### config.mk
export PLATFORM = sky130hd
export DESIGN_NAME = sync_serial_port
export DESIGN_NICKNAME = d
export VERILOG_FILES = /design/src/rtl/ssp_pkg.sv /design/src/rtl/ssp_clkgen.sv /design/src/rtl/ssp_shifter.sv /design/src/rtl/ssp_rx_stage.sv /design/src/rtl/sync_serial_port.sv
export SDC_FILE = /design/constraint.sdc
export NUM_CORES = 1
export LEC_CHECK = 0
export ABC_AREA = 1
export CORE_UTILIZATION = 53
export CTS_CLUSTER_DIAMETER = 150
export DETAILED_ROUTE_END_ITERATION = 6
export PLACE_DENSITY = 0.76
export SKIP_CTS_REPAIR_TIMING = 1
export SLEW_MARGIN = 10
export SYNTH_ARGS = -nofsm -noshare
export SYNTH_HDL_FRONTEND = slang
export SYNTH_SLANG_ARGS = --single-unit
### constraint.sdc
create_clock -name clk -period 2 [get_ports clk]
set_input_delay 0.3 -clock clk [delete_from_list [all_inputs] [get_ports clk]]
set_output_delay 0.3 -clock clk [all_outputs]
set_load 0.02 [all_outputs]
### src/rtl/ssp_pkg.sv
package ssp_pkg;

  // Clamp a source select code onto the available enables.
  function automatic int unsigned sel_clamp(input int unsigned code, input int unsigned n_src);
    return (code >= n_src) ? n_src - 1 : code;
  endfunction

  // Half period in source ticks for a divisor setting.
  function automatic int unsigned half_ticks(input int unsigned n);
    return n + 1;
  endfunction

  // Position of the capture edge that triggers the overrun test (0-based).
  function automatic int unsigned ovr_index(input int unsigned width);
    return width - 2;
  endfunction

endpackage

### src/rtl/ssp_clkgen.sv
module ssp_clkgen #(
  parameter int DIV_W   = 8,
  parameter int NUM_SRC = 3,
  parameter int SEL_W   = 2
) (
  input  logic               clk,
  input  logic               rst_n,
  input  logic               busy,
  input  logic               ext_sel,
  input  logic               polarity,
  input  logic [NUM_SRC-1:0] src_tick,
  input  logic [SEL_W-1:0]   src_sel,
  input  logic [DIV_W-1:0]   divisor,
  input  logic               ext_clk_in,
  output logic               ext_lvl,
  output logic               lead_evt,
  output logic               trail_evt,
  output logic               sclk_q
);
  import ssp_pkg::*;

  logic [2:0]       ext_sync;
  logic [DIV_W-1:0] cnt;
  logic             tick, half_hit, int_edge, ext_edge, idle_lvl;

  assign idle_lvl = ~polarity;
  assign ext_lvl  = ext_sync[1];

  always_ff @(posedge clk or negedge rst_n) begin
    if (!rst_n) ext_sync <= '0;
    else        ext_sync <= {ext_sync[1:0], ext_clk_in};
  end

  always_comb begin
    tick = src_tick[sel_clamp(int'(src_sel), NUM_SRC)];
  end

  assign half_hit = tick && (cnt == divisor);
  assign int_edge = busy && !ext_sel && half_hit;
  assign ext_edge = busy && ext_sel && (ext_sync[1] ^ ext_sync[2]);

  always_comb begin
    lead_evt  = 1'b0;
    trail_evt = 1'b0;
    if (int_edge) begin
      lead_evt  = (sclk_q == idle_lvl);
      trail_evt = (sclk_q != idle_lvl);
    end else if (ext_edge) begin
      lead_evt  = (ext_lvl != idle_lvl);
      trail_evt = (ext_lvl == idle_lvl);
    end
  end

  always_ff @(posedge clk or negedge rst_n) begin
    if (!rst_n) begin
      cnt    <= '0;
      sclk_q <= 1'b1;
    end else if (!busy || ext_sel) begin
      cnt    <= '0;
      sclk_q <= idle_lvl;
    end else if (tick) begin
      if (cnt == divisor) begin
        cnt    <= '0;
        sclk_q <= ~sclk_q;
      end else begin
        cnt <= cnt + 1'b1;
      end
    end
  end

endmodule

### src/rtl/ssp_shifter.sv
module ssp_shifter #(
  parameter int DATA_W = 8,
  localparam int CNT_W = $clog2(DATA_W + 1)
) (
  input  logic              clk,
  input  logic              rst_n,
  input  logic              load,
  input  logic [DATA_W-1:0] load_data,
  input  logic              msb_first,
  input  logic              lead_evt,
  input  logic              trail_evt,
  input  logic              sdi,
  output logic              sdo,
  output logic [DATA_W-1:0] rx_next,
  output logic              done_evt,
  output logic              ovr_point
);
  import ssp_pkg::*;

  localparam int LAST_IDX = DATA_W - 1;
  localparam int OVR_IDX  = ovr_index(DATA_W);

  logic [DATA_W-1:0] tx_sh, rx_sh;
  logic [CNT_W-1:0]  tcnt;

  always_comb begin
    if (msb_first) rx_next = {rx_sh[DATA_W-2:0], sdi};
    else           rx_next = {sdi, rx_sh[DATA_W-1:1]};
  end

  assign done_evt  = trail_evt && (tcnt == CNT_W'(LAST_IDX));
  assign ovr_point = trail_evt && (tcnt == CNT_W'(OVR_IDX));

  always_ff @(posedge clk or negedge rst_n) begin
    if (!rst_n) begin
      tx_sh <= '0;
      rx_sh <= '0;
      tcnt  <= '0;
      sdo   <= 1'b1;
    end else begin
      if (load) begin
        tx_sh <= load_data;
        tcnt  <= '0;
      end else begin
        if (lead_evt) begin
          if (msb_first) begin
            sdo   <= tx_sh[DATA_W-1];
            tx_sh <= {tx_sh[DATA_W-2:0], 1'b0};
          end else begin
            sdo   <= tx_sh[0];
            tx_sh <= {1'b0, tx_sh[DATA_W-1:1]};
          end
        end
        if (trail_evt) begin
          rx_sh <= rx_next;
          tcnt  <= tcnt + 1'b1;
        end
      end
    end
  end

endmodule

### src/rtl/ssp_rx_stage.sv
module ssp_rx_stage #(
  parameter int DATA_W = 8
) (
  input  logic              clk,
  input  logic              rst_n,
  input  logic              start_evt,
  input  logic              rx_en,
  input  logic              cont_rx,
  input  logic              done_evt,
  input  logic              ovr_point,
  input  logic              rd_rx,
  input  logic [DATA_W-1:0] rx_next,
  output logic [DATA_W-1:0] rx_buf,
  output logic              rx_irq,
  output logic              overrun,
  output logic              rearm,
  output logic              rx_armed
);
  logic rx_full;

  always_ff @(posedge clk or negedge rst_n) begin
    if (!rst_n) begin
      rx_buf   <= '0;
      rx_irq   <= 1'b0;
      overrun  <= 1'b0;
      rearm    <= 1'b0;
      rx_armed <= 1'b0;
      rx_full  <= 1'b0;
    end else begin
      rx_irq <= 1'b0;
      if (start_evt) begin
        rx_armed <= rx_en;
        rearm    <= 1'b0;
      end
      if (ovr_point && rx_armed && rx_full) overrun <= 1'b1;
      if (rd_rx) begin
        rx_full <= 1'b0;
        overrun <= 1'b0;
        if (cont_rx) rearm <= 1'b1;
      end
      if (done_evt && rx_armed) begin
        rx_buf   <= rx_next;
        rx_armed <= 1'b0;
        if (!overrun) begin
          rx_full <= 1'b1;
          rx_irq  <= 1'b1;
        end
      end
    end
  end

endmodule

### src/rtl/sync_serial_port.sv
module sync_serial_port #(
  parameter int DATA_W  = 8,
  parameter int DIV_W   = 8,
  parameter int NUM_SRC = 3,
  localparam int SEL_W  = (NUM_SRC > 1) ? $clog2(NUM_SRC) : 1
) (
  input  logic               clk,
  input  logic               rst_n,
  input  logic               tx_en,
  input  logic               rx_en,
  input  logic               ext_clk_sel,
  input  logic               polarity,
  input  logic               msb_first,
  input  logic               tx_irq_on_done,
  input  logic               cont_rx,
  input  logic [SEL_W-1:0]   src_sel,
  input  logic [DIV_W-1:0]   divisor,
  input  logic [NUM_SRC-1:0] src_tick,
  input  logic               wr_tx,
  input  logic [DATA_W-1:0]  wr_data,
  input  logic               rd_rx,
  output logic [DATA_W-1:0]  rd_data,
  output logic               tx_empty,
  input  logic               ext_clk_in,
  output logic               sclk_out,
  output logic               sdo,
  input  logic               sdi,
  output logic               tx_irq,
  output logic               rx_irq,
  output logic               overrun
);

  logic [DATA_W-1:0] tx_buf, rx_next;
  logic              tx_empty_q, busy, tx_irq_q;
  logic              ext_lvl, lead_evt, trail_evt, done_evt, ovr_point;
  logic              start_evt, rearm, rx_armed, idle_lvl;

  assign idle_lvl = ~polarity;

  always_comb begin
    start_evt = !busy && tx_en
             && (!tx_empty_q || (cont_rx && rearm && rx_en))
             && (!ext_clk_sel || (ext_lvl == idle_lvl));
  end

  always_ff @(posedge clk or negedge rst_n) begin
    if (!rst_n) begin
      tx_buf     <= '0;
      tx_empty_q <= 1'b1;
      busy       <= 1'b0;
      tx_irq_q   <= 1'b0;
    end else begin
      tx_irq_q <= 1'b0;
      if (start_evt) begin
        busy       <= 1'b1;
        tx_empty_q <= 1'b1;
        if (!tx_irq_on_done) tx_irq_q <= 1'b1;
      end
      if (done_evt) begin
        busy <= 1'b0;
        if (tx_irq_on_done) tx_irq_q <= 1'b1;
      end
      if (wr_tx) begin
        tx_buf     <= wr_data;
        tx_empty_q <= 1'b0;
      end
    end
  end

  ssp_clkgen #(.DIV_W(DIV_W), .NUM_SRC(NUM_SRC), .SEL_W(SEL_W)) clkgen_i (
    .clk(clk), .rst_n(rst_n), .busy(busy), .ext_sel(ext_clk_sel),
    .polarity(polarity), .src_tick(src_tick), .src_sel(src_sel),
    .divisor(divisor), .ext_clk_in(ext_clk_in), .ext_lvl(ext_lvl),
    .lead_evt(lead_evt), .trail_evt(trail_evt), .sclk_q(sclk_out)
  );

  ssp_shifter #(.DATA_W(DATA_W)) shifter_i (
    .clk(clk), .rst_n(rst_n), .load(start_evt), .load_data(tx_buf),
    .msb_first(msb_first), .lead_evt(lead_evt), .trail_evt(trail_evt),
    .sdi(sdi), .sdo(sdo), .rx_next(rx_next), .done_evt(done_evt),
    .ovr_point(ovr_point)
  );

  ssp_rx_stage #(.DATA_W(DATA_W)) rx_i (
    .clk(clk), .rst_n(rst_n), .start_evt(start_evt), .rx_en(rx_en),
    .cont_rx(cont_rx), .done_evt(done_evt), .ovr_point(ovr_point),
    .rd_rx(rd_rx), .rx_next(rx_next), .rx_buf(rd_data), .rx_irq(rx_irq),
    .overrun(overrun), .rearm(rearm), .rx_armed(rx_armed)
  );

  assign tx_empty = tx_empty_q;
  assign tx_irq   = tx_irq_q;

endmodule

==> results of run 1 <==
## per-stage QoR
step	util	instances	hold WS, ps
after floorplan	-	365	4.41
after global placement	0.677	488	315
after detailed placement	0.677	488	313
after CTS	0.709	503	-45.3
after global routing	0.710	504	377
final	0.710	504	363
## layer usage
layer	GRT usage	part of all wire
met4	0.137	0.015
met5	0	0
met1	0.289	0.46
met2	0.354	0.48
met3	0.0524	0.038
## cell families (layout without fill, tap and decap cells)
| logic type | count (synthesis) | count (layout) | synth area share |
|---|---|---|---|
| AOI/OAI and AO/OA | 45 | 45 | 0.0791 |
| xor gates and xnor gates | 5 | 5 | 0.0148 |
| muxes | 7 | 7 | 0.0262 |
| DFF | 57 | 57 | 0.484 |
| adders and majority gates | 3 | 3 | 0.0127 |
| and+or+nand+nor | 187 | 187 | 0.290 |
| buffers and inverters | 61 | 130 | 0.0935 |
## final timing paths
path                            slack, ps                 start              endpoint
min in group asynchronous             490                 rst_n             tx_buf[1]
max in group asynchronous            1130                 rst_n         shifter_i.sdo
worst min-delay path                  360  clkgen_i.ext_sync[0]  clkgen_i.ext_sync[1]
worst max register to register        320       clkgen_i.cnt[3]       clkgen_i.sclk_q
worst max-delay path                  180       clkgen_i.sclk_q              sclk_out
worst min register to register        360  clkgen_i.ext_sync[0]  clkgen_i.ext_sync[1]
## sequential cells by signal, indices dropped and copies added, names as in the netlist
| name | cells |
|---|---|
| busy | 1 |
| clkgen_i.cnt | 8 |
| clkgen_i.ext_sync | 3 |
| clkgen_i.sclk_q | 1 |
| rx_i.overrun | 1 |
| rx_i.rearm | 1 |
| rx_i.rx_armed | 1 |
| rx_i.rx_buf | 8 |
| rx_i.rx_full | 1 |
| rx_i.rx_irq | 1 |
| shifter_i.rx_sh | 8 |
| shifter_i.sdo | 1 |
| shifter_i.tcnt | 4 |
| shifter_i.tx_sh | 8 |
| tx_buf | 8 |
| tx_empty | 1 |
| tx_irq | 1 |
## area by class of cell
cell class,instances,area [um2],share of cell area
well taps,70,87.6,0.0235
inverters,50,188,0.0504
clock inverters,3,17.5,0.00471
repair buffers,65,603,0.162
multi-input cells,247,1250,0.336
clock buffers,12,145,0.0390
flip-flops and latches,57,1430,0.384
## cell usage after synthesis, drive strengths merged
| master | count |
|---|---|
| a211oi | 1 |
| a21oi | 5 |
| a22o | 1 |
| a22oi | 1 |
| buf | 6 |
| clkbuf | 5 |
| dfrtp | 54 |
| dfstp | 3 |
| ha | 3 |
| inv | 50 |
| mux2 | 6 |
| mux2i | 1 |
| nand2 | 117 |
| nand3 | 33 |
| nand3b | 1 |
| nand4 | 14 |
| nor2 | 21 |
| nor3 | 1 |
| o21ai | 37 |
| xnor2 | 2 |
| xor2 | 3 |
## power by group through the flow
stage,Combinational (mW),Sequential (mW),Clock [mW]
detailed placement,0.975,1.62,0
finish,0.974,1.61,0.911
global route,1.10,1.65,0.979
floorplan,0.611,1.64,0
global placement,0.949,1.61,0
CTS,0.980,1.60,0.934
==> metrics.md, run 1 <==
| Metric | Value |
|---|---|
| Maximum achievable frequency | 0.550 GHz |
| Overall power of the completed layout | 3.49 mW |
| Number of storage elements in the synthesis netlist | 57 |
| Number of antenna-violating nets in the routed design | 0 |
| Total clock sinks | 57 |
| Leading cell types in the layout, fill and taps excluded | nand2_1 (114), dfrtp_1 (54), inv_1 (47) |
| Number of unique standard cell types used by synthesis | 32 |
| DR iter-0 viols | 122 |
| Finished layout cell area | 0.00372 mm2 |
| Final worst-path cycle share | 0.909 |
| Overflow left after global routing | 0 |
| CP max-delay cell | clkdlybuf4s50_1 |
| Largest cells by area after synthesis | dfrtp_1 (46%), nand2_1 (14%), o21ai_0 (6.1%) |
| Number of DRC violations after detailed routing | 0 |
| Total wire length | 5.83 mm |
| Maximum number of pins on one net before global-route repair | 34 |
| WL/cell | 11.6 um |
| Unrepaired setup endpoints after global routing | false |
| Post-Synthesis Cells | 365 |
| Global-route wire length before repair | 10.5 mm |
| Largest stage delay on the critical path | 610 ps |
| Clock tree from TritonCTS | done |
| Worst-path cell chain | clkdlybuf4s50_1 |
| Required time worst endpoint | 1700 ps |
| Max-cap violations | 0 |
| Post-detail-place hpwl | 4.34 mm |
| Vias per Instance | 4.96 |
| Post-layout worst setup margin | 183 ps |
| Fraction of final layout cells sized beyond drive strength 1 | 0.120 |
| Type of the worst setup path | flip-flop to primary output |
| Cell taking the most area after synthesis | dfrtp_1 |
| Total CTS buffers | 9 |
| Sequential Power Share | 0.460 |
| Count of yosys warnings during synthesis | 0 |
| Status | complete, no violations |
| Net Switching | 1.17 mW |
| Worst max-slew margin expressed relative to the limit | 0.616 |
| Later-pin clock latency in the skew report | 330 ps |
| Worst Skew | 4.04 ps |
| Largest delay share family, worst path | buffers and inverters |
| Depth of the worst register-to-register path | 10 |
| Detailed Routing Iterations Pass 1 | 4 |
| Root Buffer Master | clkbuf_8 |
| Cell area power density | 938 mW/mm2 |
| Largest vdd supply drop | 640 uV |
| Area growth from synthesis to final layout | 25.9% |
| Cell count along the critical path | 1 |
| Detailed-route via count | 2,502 |
| Number of endpoints failing setup at the final stage | 0 |
| Sort of element at the end of the critical path | primary output |
| Layout filler cell count | 445 |
| Initial antenna violation count | 0 |
| Commonest non-fill, non-tap cell in the layout | nand2_1 |
| Critical path peak fanout | 4 |
| Static power due to leakage | 1.81 nW |
| Shortest period the worst path allows | 1820 ps |
| Die Y | 76.7 um |
| Cell area after synthesis | 0.00296 mm2 |
| Vias in the first global route | 2,427 |
| Yosys top cell area share | 0.457 |
| Comb pwr share | 0.279 |
| Number of hold-slack violations in the final timing report | 0 |
| Number of H-tree levels | 3 |
| Synthesized area per cell | 8.10 um2 |
| # diodes | 0 |
| Switching part of the total | 0.335 |
| Die W | 76.7 um |
| Clock network fraction of design power | 0.261 |
| Net count, final | 467 |
| Post-place setup slack | -23.6 ps |
| Count of pins over their slew limit | 0 |
| Buffer and inverter count on the worst path | 1 |
| Critical path arrival | 1520 ps |
| Core area | 0.00524 mm2 |
| GP Congestion | 0.825 |
| Pint | 2.32 mW |
| Fraction of the yosys area taken by sequential cells | 0.484 |
| Post-detailed-placement cell area | 0.00355 mm2 |
| Setup TNS Final | 0 ps |
| Nature of the critical path startpoint | flip-flop |
| Hold-critical path depth | 0 |
| Net count after synthesis | 402 |
| Number of input and output port buffers inserted | 47 |
| Number of primary I/O pins | 48 |
| Buffers from clock root to sink, at most | 2 |
| Number of rows in the core area | 26 |
| Register clock-pin slew on the reported worst setup and hold paths | 60 ps |
| Slew of the pin with the lowest slew margin | 575 ps |
| Starting utilization of the core area | 0.565 |
| GRT Overall Usage | 0.228 |
| Die area | 0.00588 mm2 |
| Worst min-delay path class | flip-flop to flip-flop |
Power figures use the tool's default switching activity.
==> inputs of run 2 (changes only) <==
--- a/config.mk
+++ b/config.mk
@@ -6,6 +6,7 @@
 export NUM_CORES = 1
 export LEC_CHECK = 0
 export ABC_AREA = 1
+export ABC_CLOCK_PERIOD_IN_PS = 2000
 export CORE_UTILIZATION = 53
 export CTS_CLUSTER_DIAMETER = 150
 export DETAILED_ROUTE_END_ITERATION = 6
==> results of run 2 <==
Final layout, timing and power as in run 1 (identical DEF).
==> inputs of run 3 (changes only) <==
--- a/config.mk
+++ b/config.mk
@@ -7,12 +7,13 @@
 export LEC_CHECK = 0
 export ABC_AREA = 1
 export ABC_CLOCK_PERIOD_IN_PS = 2000
-export CORE_UTILIZATION = 53
+export CORE_UTILIZATION = 54
 export CTS_CLUSTER_DIAMETER = 150
 export DETAILED_ROUTE_END_ITERATION = 6
-export PLACE_DENSITY = 0.76
+export PLACE_DENSITY = 0.77
 export SKIP_CTS_REPAIR_TIMING = 1
 export SLEW_MARGIN = 10
 export SYNTH_ARGS = -nofsm -noshare
 export SYNTH_HDL_FRONTEND = slang
+export SYNTH_HIERARCHICAL = 1
 export SYNTH_SLANG_ARGS = --single-unit
==> run 3 against run 2 <==
Compared with the run above:
- critical path depth increased by 11
- fmax fell by 5.0%
- first-iteration DRC count is 6.6% higher
- largest power group unchanged
==> metrics.md, run 3 <==
| Metric | Value |
|---|---|
| Comb pwr share | 0.258 (-0.021) |
| Synthesized area per cell | 8.18 um2 (+1.0%) |
| Nature of the critical path startpoint | flip-flop |
| Slew of the pin with the lowest slew margin | 503 ps (-72.3 ps) |
| Total clock sinks | 57 (unchanged) |
| Finished layout cell area | 0.00402 mm2 (+8.1%) |
| Commonest non-fill, non-tap cell in the layout | nand2_1 |
| Net count, final | 488 (+4.5%) |
| Critical path peak fanout | 6 (+2) |
| Critical path arrival | 2150 ps (+630 ps) |
| Buffers from clock root to sink, at most | 2 (unchanged) |
| Static power due to leakage | 2.06 nW (+14%) |
| Number of endpoints failing setup at the final stage | 0 (unchanged) |
| Type of the worst setup path | flip-flop to flip-flop |
| Shortest period the worst path allows | 1910 ps (+95.4 ps) |
| Largest delay share family, worst path | simple AND/OR/NAND/NOR gates |
| Count of yosys warnings during synthesis | 6 (+6) |
| Clock network fraction of design power | 0.309 (+0.048) |
| Worst min-delay path class | flip-flop to flip-flop |
| Number of H-tree levels | 3 (unchanged) |
| Cell count after placement | 499 (+2.3%) |
| Fraction of final layout cells sized beyond drive strength 1 | 0.206 (+0.0863) |
| Detailed-route via count | 2,676 (+7.0%) |
| Final worst-path cycle share | 0.956 (+0.0477) |
| Worst Skew | 10.9 ps (+6.85 ps) |
| Detailed Routing Iterations Pass 1 | 4 (unchanged) |
| Number of rows in the core area | 26 (unchanged) |
| Most frequent CP cell | nand2_1 |
| Largest vdd supply drop | 672 uV (+5.0%) |
| Number of hold-slack violations in the final timing report | 0 (unchanged) |
| Vias in the first global route | 2,584 (+6.5%) |
| Fraction of the yosys area taken by sequential cells | 0.475 (-0.00884) |
| Sequential Power Share | 0.433 (-0.027) |
| Post-detailed-placement cell area | 0.00367 mm2 (+3.3%) |
| WL/cell | 13.0 um (+12%) |
| Layout Cells excl Fill | 526 (+4.4%) |
| CP max-delay cell | dfrtp_2 |
| Post-layout worst setup margin | 87.4 ps (-95.4 ps) |
| Net count after synthesis | 405 (+0.75%) |
| Post-synth EDFFs | 0 (unchanged) |
| Yosys top cell area share | 0.449 (-0.00835) |
| Most numerous cell types in the synthesized netlist | nand2_1 (127), dfrtp_1 (54), inv_1 (49) |
| Clock tree from TritonCTS | done |
| Later-pin clock latency in the skew report | 350 ps (+20 ps) |
| Setup TNS Final | 0 ps (unchanged) |
| Cell area after synthesis | 0.00301 mm2 (+1.9%) |
| Number of antenna-violating nets in the routed design | 0 (unchanged) |
| GRT Overall Usage | 0.245 (+0.0172) |
| Leading cell types in the layout, fill and taps excluded | nand2_1 (123), dfrtp_1 (52), clkdlybuf4s50_1 (44) |
| Required time worst endpoint | 2240 ps (+540 ps) |
| Die area | 0.00588 mm2 (about the same) |
| Die W | 76.7 um (about the same) |
| Max-cap violations | 0 (unchanged) |
| Overall power of the completed layout | 3.79 mW (+8.6%) |
| Most frequent cell after synthesis | nand2_1 |
| Initial antenna violation count | 0 (unchanged) |
| Largest stage delay on the critical path | 420 ps (-190 ps) |
| Overflow left after global routing | 0 (unchanged) |
| Starting utilization of the core area | 0.575 (+0.0105) |
| Status | complete, no violations |
| Most common flop cell mapped by yosys | dfrtp_1 |
| Root Buffer Master | clkbuf_8 |
| Count of pins over their slew limit | 0 (unchanged) |
| Buffer and inverter count on the worst path | 1 (unchanged) |
| # diodes | 0 (unchanged) |
| Maximum number of pins on one net before global-route repair | 58 (+71%) |
| Net Switching | 1.22 mW (+4.8%) |
| Number of DRC violations after detailed routing | 0 (unchanged) |
| Worst max-slew margin expressed relative to the limit | 0.665 (+0.0482) |
| Vias per Instance | 5.09 (+2.5%) |
| Maximum achievable frequency | 0.523 GHz (-5.0%) |
| Post-Synthesis Cells | 368 (+0.82%) |
| Number of storage elements in the synthesis netlist | 57 (unchanged) |
| Core area | 0.00524 mm2 (unchanged) |
| Total wire length | 6.84 mm (+17%) |
| Area growth from synthesis to final layout | 33.5% |
| Layout filler cell count | 394 (-11%) |
| Worst-path cell chain | xnor2_1, nand2_1, nor2_2, nand3_1, nand2_1, nand2_1, inv_2, nand2_4, nor3_4, nand2_2, nand2_1, nand2_1 |
| Number of input and output port buffers inserted | 47 (unchanged) |
| Sort of element at the end of the critical path | flip-flop |
| Share of flip-flops with an asynchronous set or reset | 1.00 (unchanged) |
| Pint | 2.57 mW (+11%) |
| Post-place setup slack | -352 ps (-328 ps) |
| Unrepaired setup endpoints after global routing | true |
| Switching part of the total | 0.323 (-0.0117) |
| Cell taking the most area after synthesis | dfrtp_1 |
| Cell area power density | 943 mW/mm2 (+0.51%) |
| Total CTS buffers | 9 (unchanged) |
| Die Y | 76.7 um (about the same) |
| Register clock-pin slew on the reported worst setup and hold paths | 70 ps (about the same) |
| Global-route wire length before repair | 11.1 mm (+6.5%) |
| Post-detail-place hpwl | 4.68 mm (+7.8%) |
| Largest cells by area after synthesis | dfrtp_1 (45%), nand2_1 (16%), inv_1 (6.1%) |
| Number of primary I/O pins | 48 (unchanged) |
| GP Congestion | 0.860 (+4.3%) |
| Number of unique standard cell types used by synthesis | 32 (unchanged) |
| DR iter-0 viols | 130 (+6.6%) |
## run 3: through the flow
step / utilization / hold slack, ps
2_1_floorplan: - / 4.41
3_3_place_gp: 0.700 / 325
3_5_place_dp: 0.700 / 328
4_1_cts: 0.741 / -36.9
5_1_grt: 0.768 / 379
6_report: 0.768 / 362
## run 3: logic make-up (layout without fill, tap and decap cells)
logic type                 Yosys count  count (layout)  synth area share
muxes                                9               9            0.0432
buffers and inverters               58             145            0.0902
xor gates and xnor gates             7               7            0.0204
AOI/OAI and AO/OA                   38              38            0.0735
DFF                                 57              57             0.475
adders and majority gates            3               3            0.0125
and+or+nand+nor                    196             197             0.285
## run 3: power groups by stage
| stage | Clock, mW | Combinational (mW) | Sequential [mW] |
|---|---|---|---|
| after floorplan | 0 | 0.581 | 1.62 |
| after global placement | 0 | 0.894 | 1.63 |
| after detailed placement | 0 | 0.922 | 1.65 |
| after CTS | 1.18 | 0.934 | 1.63 |
| after global routing | 1.24 | 1.09 | 1.68 |
| final | 1.17 | 0.977 | 1.64 |
## run 3: final timing paths
path                                       from                   end  slack [ps]  cells past startpoint
max                             clkgen_i/cnt[3]        rx_i/rx_buf[0]          90                     12
min                        clkgen_i/ext_sync[0]  clkgen_i/ext_sync[1]         360                      0
max reg2reg                     clkgen_i/cnt[3]        rx_i/rx_buf[0]          90                     12
min reg2reg                clkgen_i/ext_sync[0]  clkgen_i/ext_sync[1]         360                      0
max in group asynchronous                 rst_n              tx_empty        1230                      3
min in group asynchronous                 rst_n    shifter_i/tx_sh[4]         480                      3
## run 3: cell type report
type,instances,area [um2],area share
Timing Repair Buffer,79,729,0.181
Multi-Input combinational cell,254,1370,0.339
Tap cell,70,87.6,0.0218
Sequential cell,57,1430,0.356
Clock inverter,5,80.1,0.0199
Timing Repair inverter,1,7.51,0.00187
Clock buffer,11,131,0.0327
Inverter,49,188,0.0467
## run 3: layer usage
layer  vias up  routed length (um)  track usage
met5         -                   0            0
met4         0                 146       0.0962
met3        18                 238       0.0714
met2        53                3390        0.406
met1      1277                3070        0.300
li1       1328                   -            -
